`src/rtl/wbb_pkg.sv`:
```
package wbb_pkg;
  typedef enum logic [1:0] {SZ_BYTE, SZ_HALF, SZ_WORD, SZ_DWORD} size_e;
  typedef enum logic {ST_IDLE, ST_BUS} state_e;
endpackage

```
`src/rtl/wbb_addr_build.sv`:
```
module wbb_addr_build #(
  parameter int AW   = 64,
  parameter int PA_W = 40,
  parameter int NREG = 5,
  parameter int RC_W = 3,
  parameter int OW   = 3
) (
  input  logic [RC_W-1:0]    region,
  input  logic [PA_W-1:OW]   pa_hi,
  output logic [AW-1:0]      adr,
  output logic               region_bad
);
  localparam int GAP = AW - NREG - PA_W;

  logic [NREG-1:0] prefix;

  for (genvar r = 0; r < NREG; r++) begin : g_prefix
    assign prefix[r] = (region == RC_W'(r));
  end

  assign region_bad = (region >= RC_W'(NREG));
  assign adr = {prefix, {GAP{1'b0}}, pa_hi, {OW{1'b0}}};
endmodule

```
`src/rtl/wbb_lane_map.sv`:
```
module wbb_lane_map #(
  parameter int DW = 64,
  localparam int NL = DW / 8,
  localparam int OW = $clog2(NL),
  localparam int SW = OW + 1
) (
  input  logic [1:0]    size,
  input  logic [OW-1:0] off,
  input  logic [DW-1:0] wval,
  output logic [NL-1:0] sel,
  output logic [DW-1:0] wlane,
  output logic          misaligned,
  output logic [SW-1:0] lane_sh
);
  logic [SW:0]   nbytes;
  logic [SW:0]   offw;
  logic [SW:0]   sh_full;
  logic [NL-1:0] lane_en;
  logic [DW-1:0] keep;

  assign nbytes     = (SW+1)'(1) << size;
  assign offw       = (SW+1)'(off);
  assign sh_full    = (SW+1)'(NL) - offw - nbytes;
  assign lane_sh    = sh_full[SW-1:0];
  assign misaligned = |(offw & (nbytes - (SW+1)'(1)));

  for (genvar i = 0; i < NL; i++) begin : g_lane
    assign lane_en[i]      = ((SW+1)'(i) < nbytes);
    assign keep[8*i +: 8]  = lane_en[i] ? wval[8*i +: 8] : 8'h00;
  end

  assign sel   = lane_en << lane_sh;
  assign wlane = keep << {lane_sh, 3'b000};
endmodule

```
`src/rtl/wbb_rd_align.sv`:
```
module wbb_rd_align #(
  parameter int DW = 64,
  localparam int NL = DW / 8,
  localparam int SW = $clog2(NL) + 1
) (
  input  logic [DW-1:0] bus,
  input  logic [SW-1:0] lane_sh,
  input  logic [1:0]    size,
  output logic [DW-1:0] val
);
  logic [SW:0]   nbytes;
  logic [DW-1:0] shifted;

  assign nbytes  = (SW+1)'(1) << size;
  assign shifted = bus >> {lane_sh, 3'b000};

  for (genvar i = 0; i < NL; i++) begin : g_mask
    assign val[8*i +: 8] = ((SW+1)'(i) < nbytes) ? shifted[8*i +: 8] : 8'h00;
  end
endmodule

```
`src/rtl/wbb_bridge.sv`:
```
module wbb_bridge #(
  parameter int AW   = 64,
  parameter int DW   = 64,
  parameter int PA_W = 40,
  parameter int NREG = 5,
  parameter int RC_W = 3
) (
  input  logic              clk,
  input  logic              rst,
  input  logic              req_valid,
  input  logic              req_write,
  input  logic [PA_W-1:0]   req_addr,
  input  logic [RC_W-1:0]   req_region,
  input  logic [1:0]        req_size,
  input  logic [DW-1:0]     req_wdata,
  output logic              busy,
  output logic              done,
  output logic              err,
  output logic [DW-1:0]     rdata,
  output logic              wbm_cyc_o,
  output logic              wbm_stb_o,
  output logic              wbm_we_o,
  output logic [AW-1:0]     wbm_adr_o,
  output logic [DW-1:0]     wbm_dat_o,
  output logic [DW/8-1:0]   wbm_sel_o,
  input  logic [DW-1:0]     wbm_dat_i,
  input  logic              wbm_ack_i
);
  import wbb_pkg::*;

  localparam int NL = DW / 8;
  localparam int OW = $clog2(NL);
  localparam int SW = OW + 1;

  state_e        state_q;
  logic [AW-1:0] adr_n;
  logic          region_bad;
  logic [NL-1:0] sel_n;
  logic [DW-1:0] dat_n;
  logic          misaligned;
  logic [SW-1:0] lane_sh_n;
  logic [SW-1:0] rd_sh_q;
  logic [1:0]    rd_size_q;
  logic [DW-1:0] rd_val;

  wbb_addr_build #(.AW(AW), .PA_W(PA_W), .NREG(NREG), .RC_W(RC_W), .OW(OW)) u_addr (
    .region     (req_region),
    .pa_hi      (req_addr[PA_W-1:OW]),
    .adr        (adr_n),
    .region_bad (region_bad)
  );

  wbb_lane_map #(.DW(DW)) u_lane (
    .size       (req_size),
    .off        (req_addr[OW-1:0]),
    .wval       (req_wdata),
    .sel        (sel_n),
    .wlane      (dat_n),
    .misaligned (misaligned),
    .lane_sh    (lane_sh_n)
  );

  wbb_rd_align #(.DW(DW)) u_rd (
    .bus     (wbm_dat_i),
    .lane_sh (rd_sh_q),
    .size    (rd_size_q),
    .val     (rd_val)
  );

  always_ff @(posedge clk) begin
    if (rst) begin
      state_q   <= ST_IDLE;
      wbm_we_o  <= 1'b0;
      wbm_adr_o <= '0;
      wbm_dat_o <= '0;
      wbm_sel_o <= '0;
      rd_sh_q   <= '0;
      rd_size_q <= '0;
      done      <= 1'b0;
      err       <= 1'b0;
      rdata     <= '0;
    end else begin
      done <= 1'b0;
      err  <= 1'b0;
      case (state_q)
        ST_IDLE: begin
          if (req_valid) begin
            if (misaligned || region_bad) begin
              err <= 1'b1;
            end else begin
              state_q   <= ST_BUS;
              wbm_we_o  <= req_write;
              wbm_adr_o <= adr_n;
              wbm_sel_o <= sel_n;
              wbm_dat_o <= req_write ? dat_n : '0;
              rd_sh_q   <= lane_sh_n;
              rd_size_q <= req_size;
            end
          end
        end
        ST_BUS: begin
          if (wbm_ack_i) begin
            state_q <= ST_IDLE;
            done    <= 1'b1;
            rdata   <= wbm_we_o ? '0 : rd_val;
          end
        end
        default: state_q <= ST_IDLE;
      endcase
    end
  end

  assign wbm_cyc_o = (state_q == ST_BUS);
  assign wbm_stb_o = (state_q == ST_BUS);
  assign busy      = (state_q == ST_BUS);

  // address format on the bus
  a_r2_adr_format: assert property (@(posedge clk) disable iff (rst)
    wbm_cyc_o |-> (wbm_adr_o[AW-NREG-1:PA_W] == '0) && (wbm_adr_o[OW-1:0] == '0)
                  && ($countones(wbm_adr_o[AW-1:AW-NREG]) == 1));

  // a live cycle always selects at least one byte
  a_r4_sel_live: assert property (@(posedge clk) disable iff (rst)
    wbm_cyc_o |-> (wbm_sel_o != '0));

  // a rejection never overlaps bus activity or completion
  a_r7_err_quiet: assert property (@(posedge clk) disable iff (rst)
    err |-> (!wbm_cyc_o && !done));

  // bus signals held until ACK
  a_r8_hold: assert property (@(posedge clk) disable iff (rst)
    (wbm_cyc_o && !wbm_ack_i) |=> (wbm_cyc_o && wbm_stb_o && $stable(wbm_adr_o)
                                   && $stable(wbm_sel_o) && $stable(wbm_dat_o)
                                   && $stable(wbm_we_o)));

  // ACK ends the cycle and raises done
  a_r8_ack_end: assert property (@(posedge clk) disable iff (rst)
    (wbm_cyc_o && wbm_ack_i) |=> (!wbm_cyc_o && !wbm_stb_o && done));

  // done is a single-cycle pulse
  a_r8_done_pulse: assert property (@(posedge clk) disable iff (rst)
    done |=> !done);

  // busy is low while done is shown
  a_r9_busy_done: assert property (@(posedge clk) disable iff (rst)
    done |-> !busy);
endmodule

```
`config.mk`:
```
export PLATFORM = sky130hd
export DESIGN_NAME = wbb_bridge
export DESIGN_NICKNAME = d
export VERILOG_FILES = /design/src/rtl/wbb_pkg.sv /design/src/rtl/wbb_addr_build.sv /design/src/rtl/wbb_lane_map.sv /design/src/rtl/wbb_rd_align.sv /design/src/rtl/wbb_bridge.sv
export SDC_FILE = /design/constraint.sdc
export NUM_CORES = 1
export LEC_CHECK = 0
export BUFFER_PORTS_ARGS = -buffer_cell sky130_fd_sc_hd__buf_2
export CAP_MARGIN = 0
export CORE_ASPECT_RATIO = 0.8
export CORE_MARGIN = 8
export CORE_UTILIZATION = 50
export CTS_CLUSTER_DIAMETER = 200
export DETAILED_ROUTE_END_ITERATION = 10
export PLACE_DENSITY = 0.81
export SYNTH_ARGS = -nofsm -noshare
export SYNTH_HDL_FRONTEND = slang
export SYNTH_SLANG_ARGS = --single-unit
```
`constraint.sdc`:
```
create_clock -name clk -period 3.6 [get_ports clk]
set_input_delay 0.36 -clock clk [delete_from_list [all_inputs] [get_ports clk]]
set_output_delay 0.36 -clock clk [all_outputs]
set_load 0.05 [all_outputs]
```
==> results.md, run 1 <==
* Outcome: complete, no violations
* Synth-to-Final Area Change at 24.3%
* Die width at 174 um
* Signal arrival time at the worst endpoint at approximately 3.2 ns
* Worst-path fanout max at 28
* Worst Setup End Kind: flip-flop
* Share of final-layout standard cells stronger than drive strength 1 at a little under a third
* Reg-to-reg critical path endpoint: rdata[9]
* Number of warnings printed during yosys synthesis at 0
* Main combinational cell family by area after synthesis: compound AO/OA/AOI/OAI gates
* Top post-synthesis cells by area: sky130_fd_sc_hd__dfxtp_1, sky130_fd_sc_hd__mux2i_1, sky130_fd_sc_hd__mux4_2
* Post-route fraction of the period consumed by the critical path at 78.7%
* Filler instances at roughly 1,800
* CTS clock-pin slew for the worst setup and hold paths at roughly 0.080 ns
* Fraction of power consumed by the clock network at 35.1%
* Number of endpoints with negative hold slack in the final report at 0
* Synth area leader: sky130_fd_sc_hd__dfxtp_1
* TritonCTS clock tree: yes
* Number of synthesized register bits at 188
* Count of buffers from port buffering at ~360
* Commonest non-fill, non-tap cell in the layout: sky130_fd_sc_hd__buf_2
* Pint at between 3000 and 4000 uW
* Slowest stage cell on the critical path: sky130_fd_sc_hd__fa_1
* Initial antenna violation count at 5
* Highest-count cells in the layout ignoring fill and taps: sky130_fd_sc_hd__buf_2, sky130_fd_sc_hd__dfxtp_1, sky130_fd_sc_hd__nand2_1, sky130_fd_sc_hd__nor2_1, sky130_fd_sc_hd__a21oi_1
* Wire length per cell after detailed routing at around 23 um
* Largest vdd supply drop at about 0.33 mV
* Predominant post-synthesis flop cell: sky130_fd_sc_hd__dfxtp_1
* Startpoint class of the critical path: input pin
* Buffer cell driving the clock tree root: sky130_fd_sc_hd__clkbuf_16
* Unrepaired setup endpoints after global routing: false
* Post-synth EDFFs at 0
* Post-synthesis cell area at between 9000 and 10,000 sq um
* Pins Over Slew Limit at 0
* Count of endpoints failing setup in the final report at 0
* Static Leakage at about 0.0054 uW
* Sw Share at around 35%
* Routability-driven placement congestion ratio at between 0.9 and 1
* Net count of the finished layout at around 1,600
* Distinct cell type count after synthesis at 56
* Overall fraction of global-route tracks in use at 30.0%
* Worst r2r path cells at 5
* Total gr overflow at 0
* Total Power Consumption at ~5300 uW
* Violation count after the first detailed-routing iteration at ~1,300
* Sinks on Clock Net at ~190
* Die boundary height at ~140 um
* Mean area per synthesized cell at between 8 and 9 sq um
* Post-route DRC violation count at 0
* Tmin final at between 2 and 3 ns
* Resize count post-CTS at 0
* Simple-Gate Fraction of Synth Area at between 10% and 20%
* Critical path data required time at ~4 ns
* Maximum Capacitance Violations at 0
* Synth Area in Adders at less than 1%
* Synthesized netlist cell count at about 1,200
* CP Cell Sequence: buf_2 > nor2b_1 > ha_1 > inv_1 > ha_2 > inv_1 > fa_1 > buf_4 > buf_4 > nor2_1 > a221o_1 > a21oi_1 > a21oi_1 > a22o_1
* Max-Slew Margin vs Limit at 33.4%
* Worst Max-Slew Pin Slew at 0.999 ns
* Number of levels the H-tree was split into at 4
* Total wirelength of the detailed-routed design at roughly 39,000 um
* Async set or reset register ratio after synthesis at 0%
* Proportion of power drawn by flip-flops and latches at slightly above 40%
* Maximum clock insertion buffer count at 2
* Skew final at approximately 0.016 ns
* Setup TNS at 0 ns
* Number of buffers created by CTS at 17
* Highest achievable clock rate at around 0.35 GHz
* CTS hold repair buffers at 0
* Type of the worst min-delay path: input pin to flip-flop
* Startpoint-to-endpoint class of the critical path: input pin to flip-flop
* Portion of netlist area occupied by mux cells at 15.7%
* Proportion of synthesized chip area in sequential cells at a little under two fifths
* Logic pwr share at about a quarter
* Net switching power at approximately 1800 uW
* Total setup buffers inserted after CTS at 0
* Capture point of the worst path: wbm_dat_o[34]
* Fraction of synthesized cell area in xor and xnor cells at 0.176%
* Number of global-route vias before repair at about 10,000
* Latest clock arrival within the worst-skew pair at 0.45 ns
* Effective utilization at floorplan at 50.6%
* Post-synthesis compound-gate area fraction at 23.0%
* Num rows at 46
* Largest net degree at the start of global routing at 93
* Top-level port count at ~380
* Total half-perimeter wirelength after legalization and detailed placement at 29,700 um
* Number of vias after detailed routing at ~11,000
* Die area at about 25,000 sq um
* R2R Path Start: rd_sh_q[0]
* Share of Yosys cell area claimed by the top area cell type at roughly 38%
* Largest stage delay on the critical path at a little over 0.5 ns
* Launch point of the worst path: req_size[0]
* Number of detailed-route iterations in the first pass at 5
* Core footprint at between 15,000 and 20,000 sq um
* Global-route wire length before repair at just under 60,000 um
* Via density per instance at between 6 and 7
* Routed Antenna Nets at 0
* Pwr/cell area at about 430 nW/um^2
* Worst reg2reg setup slack at ~1.4 ns
-- flip-flops by register name, summed over array words and instances (netlist names) --
| name | cells |
|---|---|
| rdata | 64 |
| busy | 1 |
| rd_size_q | 2 |
| err | 1 |
| wbm_dat_o | 64 |
| wbm_sel_o | 8 |
| wbm_adr_o | 42 |
| done | 1 |
| wbm_we_o | 1 |
| rd_sh_q | 4 |
-- how the worst min path moves through the flow --
| stage | to | slack (ns) | start | depth (start not counted) |
|---|---|---|---|---|
| 2_1_floorplan | rd_size_q[0] | 0.46 | rd_size_q[0] | 2 |
| 3_3_place_gp | wbm_dat_o[50] | 0.43 | wbm_dat_o[50] | 2 |
| 3_5_place_dp | wbm_dat_o[55] | 0.44 | wbm_dat_o[55] | 2 |
| 4_1_cts | wbm_adr_o[8] | 0.13 | req_addr[8] | 3 |
| 5_1_grt | wbm_adr_o[24] | 0.13 | req_addr[24] | 3 |
| 6_report | wbm_adr_o[7] | 0.14 | req_addr[7] | 3 |
-- Yosys cell counts, types with 7 or more instances --
library cell	number
sky130_fd_sc_hd__a22o_1	27
sky130_fd_sc_hd__a22oi_1	64
sky130_fd_sc_hd__and3_1	7
sky130_fd_sc_hd__o21ai_0	74
sky130_fd_sc_hd__buf_2	37
sky130_fd_sc_hd__o22ai_1	11
sky130_fd_sc_hd__clkbuf_1	58
sky130_fd_sc_hd__o221ai_1	9
sky130_fd_sc_hd__buf_4	26
sky130_fd_sc_hd__nor3_1	13
sky130_fd_sc_hd__a2bb2oi_1	8
sky130_fd_sc_hd__a21oi_1	89
sky130_fd_sc_hd__nand2b_1	7
sky130_fd_sc_hd__inv_1	9
sky130_fd_sc_hd__dfxtp_1	188
sky130_fd_sc_hd__a221o_1	16
sky130_fd_sc_hd__nand2_1	161
sky130_fd_sc_hd__a211oi_1	8
sky130_fd_sc_hd__buf_1	8
sky130_fd_sc_hd__mux4_2	28
sky130_fd_sc_hd__and2_1	8
sky130_fd_sc_hd__nor2_1	124
sky130_fd_sc_hd__mux2i_1	87
sky130_fd_sc_hd__nor2b_1	14
-- stage by stage --
step           setup slack, ns  hold WS [ns]  instances  instance area [sq um]  util (%)
2_1_floorplan            0.365         0.459       1185                  10000         -
3_3_place_gp             0.488         0.431       1705                  11800      59.9
3_5_place_dp             0.399         0.438       1705                  11800      59.9
4_1_cts                  0.832         0.131       1737                  12400      62.9
5_1_grt                  0.618         0.135       1742                  12400      62.9
6_report                 0.768         0.143       1743                  12400      62.9
-- power groups by stage --
stage	Clock (uW)	Combinational (uW)	Sequential, uW
2_1_floorplan	0	762	2300
3_3_place_gp	0	1250	2210
3_5_place_dp	0	1250	2210
4_1_cts	1890	1260	2160
5_1_grt	1980	1370	2170
6_report	1870	1300	2160
-- metal layers --
metal / GRT usage (%) / part of all wire, % / wire length [um]
met1: 39.3 / 41 / 16100
met2: 43.6 / 43 / 16900
met3: 12.2 / 13 / 5240
met4: 10.9 / 2.6 / 1010
met5: 0 / 0 / 0
-- worst max-delay path: cells and delay by family --
kind | cells | cell delay (ns)
buf+inv | 5 | 0.78
simple gates | 2 | 0.32
fa+ha+maj | 3 | 0.93
compound gates | 4 | 0.76
-- logic make-up (layout without fill, tap and decap cells) --
| logic type | count (synthesis) | after routing |
|---|---|---|
| other cells | 1 | 28 |
| mux | 121 | 121 |
| simple gates | 362 | 362 |
| xor+xnor | 2 | 2 |
| buf+inv | 138 | 426 |
| flops | 188 | 188 |
| compound gates | 346 | 346 |
| fa+ha+maj | 6 | 6 |
-- final cells by class --
cell class,instances,area (sq um),area share (%)
Tap cell,264,330,2.67
Inverter,9,33.8,0.273
Antenna cell,6,15.0,0.121
Clock buffer,18,429,3.46
Multi-Input combinational cell,859,5640,45.5
Clock inverter,14,154,1.24
Timing Repair Buffer,385,2010,16.3
Sequential cell,188,3770,30.4
No activity file was read; power rests on OpenSTA's default activity.
==> run 2: changes to the inputs <==
Settings changed: CORE_UTILIZATION 50 to 45, PLACE_DENSITY 0.81 to 0.77.
Clock period 3.6 ns to 2.3 ns, I/O delays scaled along.
==> run 2 against run 1 <==
Effect of this change: critical path depth down 2; final cell count up 6.9%; clock skew down 0.0019 ns; combinational power up 86%; critical path type unchanged; setup slack worse by 0.73 ns; total power up 66%; global-route usage down 1.5 points; sequential cell count unchanged; register-to-register slack worse by 1.1 ns.
==> results.md, run 2 (same netlist as run 1, synthesis figures left out) <==
* Largest net degree at the start of global routing at 63
* Worst-case setup margin in the final layout at around 0.037 ns
* Core footprint at ~22,000 sq um
* Worst hold slack at between 0.02 and 0.03 ns
* TritonCTS clock tree: yes
* Post-layout utilization of the core at roughly 62%
* Num rows at 48
* Post-route DRC violation count at 0
* Area occupied by registers at ~3800 sq um
* Die width at about 180 um
* Count of endpoints failing setup in the final report at 0
* Filler instances at around 1,900
* Number of buffers created by CTS at 17
* Pwr/cell area at approximately 660 nW/um^2
* CP Cell Sequence: buf_12 > or2_4 > ha_4 > ha_4 > inv_2 > fa_2 > buf_6 > or3_4 > o31ai_4 > a21oi_2 > or3_4 > a21oi_2
* Worst Setup End Kind: flip-flop
* Sw Share at between 30 and 40%
* Critical hold path startpoint: req_addr[4]
* Worst slack at placement at -0.540 ns
* Number of vias after detailed routing at 10,800
* Fraction of power consumed by the clock network at between 30% and 40%
* Reg-to-reg critical path endpoint: rdata[57]
* Routed Antenna Nets at 0
* R2R Path Start: busy
* Number of levels the H-tree was split into at 4
* Highest achievable clock rate at between 0.4 and 0.5 GHz
* Effective utilization at floorplan at a little under half
* Worst Path Buf+Inv at 3
* Routability-driven placement congestion ratio at about 1.0
* Global-route wire length before repair at 60,800 um
* Synth-to-Final Area Change at 35.3%
* Overall fraction of global-route tracks in use at between 20% and 30%
* Hold path depth at 3
* Die boundary height at between 100 and 150 um
* Die area at 27,200 sq um
* Proportion of power drawn by flip-flops and latches at between 30% and 40%
* Worst Max-Slew Pin Slew at 1.03 ns
* Startpoint class of the critical path: input pin
* Number of endpoints with negative hold slack in the final report at 0
* Type of the worst min-delay path: input pin to flip-flop
* Worst reg2reg setup slack at approximately 0.25 ns
* Post-route fraction of the period consumed by the critical path at a little over nine tenths
* Total gr overflow at 0
* Top-level port count at ~380
* Highest-count cells in the layout ignoring fill and taps: sky130_fd_sc_hd__buf_2, sky130_fd_sc_hd__dfxtp_1, sky130_fd_sc_hd__nand2_1, sky130_fd_sc_hd__nor2_1, sky130_fd_sc_hd__buf_4
* Tmin final at approximately 2.3 ns
* Static Leakage at between 0.005 and 0.006 uW
* Commonest non-fill, non-tap cell in the layout: sky130_fd_sc_hd__buf_2
* Pint at approximately 6000 uW
* Hold endpoint: wbm_adr_o[4]
* Critical path data required time at ~2.7 ns
* Total wirelength of the detailed-routed design at 40,800 um
* Largest registers: rdata: 64 flops, wbm_dat_o: 64 flops, wbm_adr_o: 42 flops
* Max-Slew Margin vs Limit at between 30% and 40%
* Maximum clock insertion buffer count at 2
* Cell family with most CP delay: simple AND/OR/NAND/NOR gates
* Share of final-layout standard cells stronger than drive strength 1 at 37.1%
* Total Power Consumption at between 8000 and 9000 uW
* Initial antenna violation count at 4
* Violation count after the first detailed-routing iteration at ~980
* Worst-path fanout max at 6
* Wire length per cell after detailed routing at roughly 22 um
* Signal arrival time at the worst endpoint at 2.62 ns
* CTS clock-pin slew for the worst setup and hold paths at approximately 0.08 ns
* Area occupied by multi-input gates at a little under 6000 sq um
* Outcome: complete, no violations
* Net switching power at 2990 uW
* Slowest stage cell on the critical path: sky130_fd_sc_hd__fa_2
* Number of global-route vias before repair at between 10,000 and 15,000
* Startpoint-to-endpoint class of the critical path: input pin to flip-flop
* Sinks on Clock Net at between 150 and 200
* Number of detailed-route iterations in the first pass at 5
* Via density per instance at approximately 5.8
* Largest stage delay on the critical path at between 0.5 and 0.6 ns
* Skew final at approximately 0.015 ns
* Worst r2r path cells at 5
* Buffer cell driving the clock tree root: sky130_fd_sc_hd__clkbuf_16
* Largest vdd supply drop at around 0.47 mV
* Latest clock arrival within the worst-skew pair at 0.43 ns
* Count of buffers from port buffering at about 360
* Logic pwr share at 27.4%
* Total half-perimeter wirelength after legalization and detailed placement at 31,700 um
* Pins Over Slew Limit at 0
* Maximum Capacitance Violations at 0
* Net count of the finished layout at between 1,500 and 2,000
## run 2: metal layers
layer / part of all wire [%] / up-vias / global-route usage, % / wire, um
li1: - / 4960 / - / -
met1: 40 / 5117 / 36.4 / 16400
met2: 44 / 649 / 42.5 / 17900
met3: 13 / 78 / 11.5 / 5380
met4: 2.9 / 2 / 10.8 / 1200
met5: 0.032 / - / 0 / 13
## run 2: what timing repair did
item,4_1_cts,5_1_grt
buffers inserted,2,2
hold buffers,0,0
gates resized for setup,4,28
endpoints found under the hold margin,0,0
pin swaps,2,8
endpoints found under the setup margin,21,62
## run 2: per-stage QoR
stage / instances / cell area [sq um] / TNS (ns)
floorplan: 1185 / 10200 / -26.43
global placement: 1824 / 12700 / -26.04
detailed placement: 1824 / 12700 / -30.16
CTS: 1858 / 13300 / -0.00372
global route: 1863 / 13500 / -0.0262
finish: 1863 / 13500 / 0
## run 2: worst max-delay path by stage
stage	from	to	slack [ns]	depth (start not counted)
after detailed placement	req_size[1]	wbm_dat_o[39]	-0.54	12
final	req_size[1]	wbm_sel_o[4]	0.04	12
after CTS	req_size[0]	wbm_sel_o[6]	-0.003	13
after global routing	req_size[1]	wbm_sel_o[4]	-0.03	12
after global placement	req_size[1]	wbm_dat_o[35]	-0.48	12
after floorplan	req_size[1]	wbm_dat_o[37]	-0.42	16
## run 2: power groups by stage
stage	sequential, uW	clock [uW]	combinational, uW
floorplan	3600	0	1270
finish	3370	3050	2420
detailed placement	3440	0	2290
global route	3370	3220	2570
global placement	3440	0	2270
CTS	3370	3110	2320
## run 2: layout make-up
| class | count | share of cell area [%] |
|---|---|---|
| clock buffer | 18 | 3.18 |
| multi-input combinational | 859 | 43.4 |
| clock inverter | 14 | 1.31 |
| sequential | 188 | 28.0 |
| inverter | 9 | 0.251 |
| tap | 300 | 2.79 |
| antenna | 3 | 0.0557 |
| timing repair buffer | 472 | 21.1 |
## run 2: worst reg2reg max path, stage by stage (launching register included)
cell	delay [ns]
sky130_fd_sc_hd__dfxtp_1	0.51
sky130_fd_sc_hd__and2_1	0.25
sky130_fd_sc_hd__nand4_1	0.13
sky130_fd_sc_hd__nor3_1	0.80
sky130_fd_sc_hd__a22oi_1	0.15
sky130_fd_sc_hd__nor2_1	0.14
